--- config.mk ---
export PLATFORM = sky130hd
export DESIGN_NAME = pi_shift_loop_filter
export DESIGN_NICKNAME = d
export VERILOG_FILES = /design/src/rtl/lpf_pkg.sv /design/src/rtl/lpf_shift_gain.sv /design/src/rtl/lpf_sat_add.sv /design/src/rtl/pi_shift_loop_filter.sv
export SDC_FILE = /design/constraint.sdc
export NUM_CORES = 1
export LEC_CHECK = 0
export BUFFER_PORTS_ARGS = -buffer_cell sky130_fd_sc_hd__buf_2
export CAP_MARGIN = 30
export CORE_MARGIN = 2
export CORE_UTILIZATION = 40
export CTS_BUF_LIST = sky130_fd_sc_hd__clkbuf_16
export DETAILED_ROUTE_END_ITERATION = 6
export PLACE_DENSITY = 0.56
export RECOVER_POWER = 25
export SYNTH_ARGS = -nofsm -noshare
export SYNTH_HDL_FRONTEND = slang
export SYNTH_SLANG_ARGS = --single-unit
--- constraint.sdc ---
create_clock -name clk -period 8.4 [get_ports clk]
set_input_delay 0.42 -clock clk [delete_from_list [all_inputs] [get_ports clk]]
set_output_delay 0.42 -clock clk [all_outputs]
set_load 0.02 [all_outputs]
--- src/rtl/lpf_pkg.sv ---
package lpf_pkg;
    localparam int unsigned LPF_ERR_W   = 8;
    localparam int unsigned LPF_EXP_W   = 5;
    localparam int unsigned LPF_MAX_EXP = 21;
    localparam int unsigned LPF_WORD_W  = 32;

    typedef enum logic [1:0] {
        PATHS_NONE = 2'b00,
        PATHS_P    = 2'b01,
        PATHS_I    = 2'b10,
        PATHS_PI   = 2'b11
    } path_sel_e;
endpackage

--- src/rtl/lpf_shift_gain.sv ---
module lpf_shift_gain #(
    parameter int unsigned IN_W    = 8,
    parameter int unsigned EXP_W   = 5,
    parameter int unsigned MAX_EXP = 21,
    parameter int unsigned OUT_W   = 32
) (
    input  logic                    enable,
    input  logic signed [IN_W-1:0]  sample,
    input  logic [EXP_W-1:0]        exp_in,
    output logic signed [OUT_W-1:0] term
);
    localparam int unsigned EXP_TOP = (1 << EXP_W) - 1;

    logic [EXP_W-1:0]        exp_eff;
    logic signed [OUT_W-1:0] widened;

    generate
        if (EXP_TOP > MAX_EXP) begin : g_limit
            always_comb begin
                exp_eff = exp_in;
                if (exp_in > EXP_W'(MAX_EXP)) begin
                    exp_eff = EXP_W'(MAX_EXP);
                end
            end
        end else begin : g_nolimit
            always_comb exp_eff = exp_in;
        end
    endgenerate

    always_comb begin
        widened = {{(OUT_W-IN_W){sample[IN_W-1]}}, sample};
        term    = enable ? (widened <<< exp_eff) : '0;
    end
endmodule

--- src/rtl/lpf_sat_add.sv ---
module lpf_sat_add #(
    parameter int unsigned W = 32
) (
    input  logic signed [W-1:0] a,
    input  logic signed [W-1:0] b,
    output logic signed [W-1:0] y
);
    logic signed [W:0] wide_sum;

    always_comb begin
        wide_sum = {a[W-1], a} + {b[W-1], b};
        if (wide_sum[W] != wide_sum[W-1]) begin
            y = {wide_sum[W], {(W-1){~wide_sum[W]}}};
        end else begin
            y = wide_sum[W-1:0];
        end
    end
endmodule

--- src/rtl/pi_shift_loop_filter.sv ---
module pi_shift_loop_filter
    import lpf_pkg::*;
#(
    parameter int unsigned ERR_W   = LPF_ERR_W,
    parameter int unsigned EXP_W   = LPF_EXP_W,
    parameter int unsigned MAX_EXP = LPF_MAX_EXP,
    parameter int unsigned WORD_W  = LPF_WORD_W
) (
    input  logic              clk,
    input  logic              rst,
    input  logic              clr_int,
    input  logic              err_valid,
    input  logic [ERR_W-1:0]  err_in,
    input  logic              kp_en,
    input  logic              ki_en,
    input  logic [EXP_W-1:0]  kp_exp,
    input  logic [EXP_W-1:0]  ki_exp,
    output logic [WORD_W-1:0] corr_out
);
    typedef struct packed {
        logic signed [WORD_W-1:0] acc;
        logic signed [WORD_W-1:0] out;
    } lpf_state_t;

    lpf_state_t state_d, state_q;

    logic signed [WORD_W-1:0] p_term;
    logic signed [WORD_W-1:0] i_term;
    logic signed [WORD_W-1:0] acc_sum;
    logic signed [WORD_W-1:0] acc_next;
    logic signed [WORD_W-1:0] i_contrib;
    logic signed [WORD_W-1:0] out_sum;
    logic signed [WORD_W-1:0] acc_q;
    path_sel_e                paths;

    assign paths = path_sel_e'({ki_en, kp_en});

    lpf_shift_gain #(
        .IN_W(ERR_W), .EXP_W(EXP_W), .MAX_EXP(MAX_EXP), .OUT_W(WORD_W)
    ) u_gain_p (
        .enable (paths == PATHS_P || paths == PATHS_PI),
        .sample (err_in),
        .exp_in (kp_exp),
        .term   (p_term)
    );

    lpf_shift_gain #(
        .IN_W(ERR_W), .EXP_W(EXP_W), .MAX_EXP(MAX_EXP), .OUT_W(WORD_W)
    ) u_gain_i (
        .enable (paths == PATHS_I || paths == PATHS_PI),
        .sample (err_in),
        .exp_in (ki_exp),
        .term   (i_term)
    );

    lpf_sat_add #(.W(WORD_W)) u_acc_add (
        .a (state_q.acc),
        .b (i_term),
        .y (acc_sum)
    );

    // Accumulator next value: clear wins, then accumulate on an enabled sample
    always_comb begin
        if (clr_int) begin
            acc_next = '0;
        end else if (err_valid && ki_en) begin
            acc_next = acc_sum;
        end else begin
            acc_next = state_q.acc;
        end
        i_contrib = ki_en ? acc_next : '0;
    end

    lpf_sat_add #(.W(WORD_W)) u_out_add (
        .a (p_term),
        .b (i_contrib),
        .y (out_sum)
    );

    always_comb begin
        state_d     = state_q;
        state_d.acc = acc_next;
        if (err_valid) begin
            state_d.out = out_sum;
        end
    end

    always_ff @(posedge clk) begin
        if (rst) begin
            state_q <= '0;
        end else begin
            state_q <= state_d;
        end
    end

    assign acc_q    = state_q.acc;
    assign corr_out = state_q.out;
endmodule

==> parameters.txt <==
Parameter                              Value

Global route
  Aggregate global routing overflow    0
  Number of global-route vias before repair    7643
  Antenna violations before repair    0
  Global-route wire length before repair    40100 um
  Pin count of the biggest net entering global routing    70
  All-Layer GR Usage    23.3%

Routing
  Post-Route WL    25500 um
  Routed length per instance    18.0 um
  Avg Vias per Cell    5.85
  Post-detailed-route DRC marker count    0
  Routed vias    8293
  Starting DRT DRC Count    614
  1st-pass router iterations    5
  Antenna-violating nets left    0

Floorplanning
  Vertical die dimension    147 um
  Die area    21500 um^2
  Core area    20100 um^2
  Width of the chip    147 um
  Number of placed I/O pins    56
  Starting density of the core    40.4%
  Number of rows in the core area    52

Critical path
  Largest stage delay, worst path    0.75 ns
  Worst Reg2Reg Path Length in Cells    22
  CP Max Fanout    22
  Nature of the critical path endpoint    register
  Critical path class    in2reg
  Launching point of the worst reg2reg path    acc_q[0]
  Cell type group with the largest total delay on the critical path    compound AO/OA/AOI/OAI gates
  Slowest cell on crit path    sky130_fd_sc_hd__xnor2_2
  Cell occurring most often along the worst timing path    sky130_fd_sc_hd__a21oi_1
  Startpoint type of the worst setup path    input port
  Required time worst endpoint    8.63 ns
  Data arrival time at the worst-slack endpoint    7.69 ns
  Combined buffer and inverter count along the critical path    3
  R2r endpoint    corr_out[6]
  R2r setup slk    2.14 ns

Clocking
  Post-CTS setup buffer count    0
  CTS root buf    sky130_fd_sc_hd__clkbuf_16
  Clock sink total    64
  TritonCTS Buffers    9
  H-Tree Depth    3
  Number of buffers inserted by hold repair at cts    0
  Clock-pin transition on the worst setup and hold timing paths    0.06 ns
  Count of instances resized after the clock tree is built    0
  CTS tree    yes
  Clock insertion delay at the later pin of the skew report    0.35 ns
  Number of buffers on the longest clock path    2

Synth
  Flip-flop cell with the highest count after synthesis    sky130_fd_sc_hd__dfxtp_1
  Parity-gate share of the synthesized area counting xor and xnor cells    5.50%
  Area fraction in and, or, nand and nor cells after synthesis    23.7%
  Post-synth top area share    15.8%
  Largest family of logic cells by synthesized area    compound AO/OA/AOI/OAI gates
  Post-synthesis cell type count    81
  Number of enable flip-flop cells after synthesis    0
  Cell count after synthesis    1126
  Ys Warns    0
  Cell with the most instances after synthesis    sky130_fd_sc_hd__nor2_1
  Most numerous cell types in the synthesized netlist    sky130_fd_sc_hd__nor2_1, sky130_fd_sc_hd__a21oi_1, sky130_fd_sc_hd__nand2_1
  Asr flop ratio synth    0%
  Share of synthesized area spent on multiplexers    4.71%
  Fraction of the mapped netlist area in adder cells    10.8%
  Synth top area cells    sky130_fd_sc_hd__dfxtp_1, sky130_fd_sc_hd__ha_1, sky130_fd_sc_hd__a21oi_1, sky130_fd_sc_hd__nor2_1, sky130_fd_sc_hd__nand2_1
  Average cell area after synthesis    7.22 um^2
  Largest area contributor in the synthesized netlist    sky130_fd_sc_hd__dfxtp_1
  Yosys reg bits    64
  Cell area after synthesis    8130 um^2
  Post-synth net total    1216
  Sequential area share after synthesis    15.8%
  Synthesized-area fraction occupied by ao, oa, aoi and oai cells    34.4%

Placed design
  PortBufs    55
  Weighted congestion at the end of routability-driven global placement    0.940
  Setup Slack @ Placement    0.680 ns
  Sum of net half-perimeters after detailed placement    19900 um

Hold path
  Type of the most critical hold path    in2reg
  Min-Delay Path Depth    2
  Critical hold path startpoint    clr_int
  End point of the worst hold path    acc_q[1]

Timing
  Worst max-slew margin expressed relative to the limit    32.3%
  Transition time at the pin with the least slew margin    1.01 ns
  Setup repair after global routing missed its margin    no
  Final TNS setup    0 ns
  Portion of the clock cycle consumed by the worst path in the final layout    88.7%
  Final Hold Violating Endpoints    0
  Final setup vio count    0
  Shortest period the worst path allows    7.45 ns
  Tightest hold margin    0.360 ns
  Final-report max-slew violation count    0
  Final setup margin    0.946 ns
  Max frequency    134 MHz
  Clk_skew    0.00848 ns

Power
  Combinational cell fraction of total power    33.4%
  Leakage dissipation    0.00383 uW
  Internal    680 uW
  Power density over cell area    122 nW/um^2
  Worst vdd rail ir drop    0.0863 mV
  Portion of total power attributed to sequential cells    30.5%
  Clock power frac    36.1%
  Switching power share of the total    37.2%
  Switching power of the nets    402 uW

Status
  Result of the run    finished clean

Finish
  Post-synthesis to final-layout area growth    9.21%
  Antenna Cells    0
  Footprint of the multi-input gates    6440 um^2
  Net total in the final layout    1232
  Layout cell share with drive strength beyond 1    11.2%
  Sequential Area    1280 um^2
  Filler Cell Count    2128

Run
  Number of violations of the max-capacitance limit    0
-- per-stage QoR --
stage	cells	power [uW]	utilization (%)	cell area, um^2
after floorplan	1126	598	-	8130
after global placement	1400	695	42.8	8600
after detailed placement	1401	694	42.8	8610
after CTS	1417	1080	44.3	8900
after global routing	1417	1140	44.1	8870
final	1417	1080	44.1	8870
-- kinds of logic after synthesis --
logic type | count (synthesis)
flops | 64
xor+xnor | 51
compound gates | 403
buf+inv | 97
fa+ha+maj | 70
mux | 38
simple gates | 403
-- how the worst max path moves through the flow --
stage | endpoint | startpoint | slack [ns] | depth (start not counted)
after global routing | corr_out[6] | ki_exp[1] | 0.20 | 31
after CTS | corr_out[6] | ki_exp[1] | 1.02 | 31
after global placement | corr_out[3] | ki_exp[1] | 0.69 | 31
after detailed placement | corr_out[6] | ki_exp[1] | 0.68 | 31
after floorplan | corr_out[11] | ki_exp[4] | 1.67 | 32
final | corr_out[6] | ki_exp[1] | 0.95 | 31
-- placed cells by master (no fill, tap or decap), types with 6 or more instances in the layout --
cell | netlist | layout
sky130_fd_sc_hd__o211ai_1 | 18 | 18
sky130_fd_sc_hd__nand3_1 | 14 | 14
sky130_fd_sc_hd__ha_1 | 64 | 64
sky130_fd_sc_hd__xnor2_1 | 26 | 25
sky130_fd_sc_hd__o21ai_0 | 69 | 69
sky130_fd_sc_hd__nor2b_1 | 18 | 18
sky130_fd_sc_hd__and2_1 | 45 | 45
sky130_fd_sc_hd__mux2i_1 | 36 | 36
sky130_fd_sc_hd__a21oi_1 | 117 | 117
sky130_fd_sc_hd__clkbuf_1 | 49 | 24
sky130_fd_sc_hd__o221a_2 | 28 | 28
sky130_fd_sc_hd__and3_1 | 14 | 14
sky130_fd_sc_hd__a211o_1 | 6 | 6
sky130_fd_sc_hd__a21o_1 | 29 | 29
sky130_fd_sc_hd__dfxtp_1 | 64 | 64
sky130_fd_sc_hd__o21bai_1 | 13 | 13
sky130_fd_sc_hd__buf_4 | 0 | 20
sky130_fd_sc_hd__nand2_1 | 103 | 103
sky130_fd_sc_hd__nand4_1 | 10 | 10
sky130_fd_sc_hd__o31ai_1 | 7 | 7
sky130_fd_sc_hd__a31oi_1 | 10 | 10
sky130_fd_sc_hd__o21a_1 | 16 | 16
sky130_fd_sc_hd__xor2_1 | 25 | 25
sky130_fd_sc_hd__a211oi_1 | 32 | 32
sky130_fd_sc_hd__nand2b_1 | 10 | 10
sky130_fd_sc_hd__a21boi_0 | 9 | 9
sky130_fd_sc_hd__inv_1 | 25 | 25
sky130_fd_sc_hd__nor2_1 | 133 | 133
sky130_fd_sc_hd__clkbuf_16 | 0 | 9
sky130_fd_sc_hd__buf_2 | 13 | 31
sky130_fd_sc_hd__nor3_1 | 26 | 26
sky130_fd_sc_hd__o211a_1 | 7 | 7
-- registers in the layout, summed over array words and instances (netlist names) --
name,count
acc_q,32
corr_out,32
-- power groups by stage --
stage	clock (uW)	sequential, uW	combinational, uW
finish	391	330	361
global route	409	332	395
CTS	394	330	360
detailed placement	0	336	358
global placement	0	337	358
floorplan	0	349	249
-- area by class of cell --
cell class	count	share of cell area (%)
Clock inverter	7	0.818
Tap cell	270	3.81
Clock buffer	9	2.54
Sequential cell	64	14.4
Multi-Input combinational cell	965	72.6
Inverter	26	1.10
Timing Repair Buffer	76	4.68
-- routing by layer --
layer	global-route usage, %	wire [um]	vias to the layer above
li1	-	-	4185
met1	33.3	12600	3893
met2	37.6	11400	184
met3	2.16	1010	31
met4	5.97	443	0
met5	0	0	-
Power figures use the tool's default switching activity.
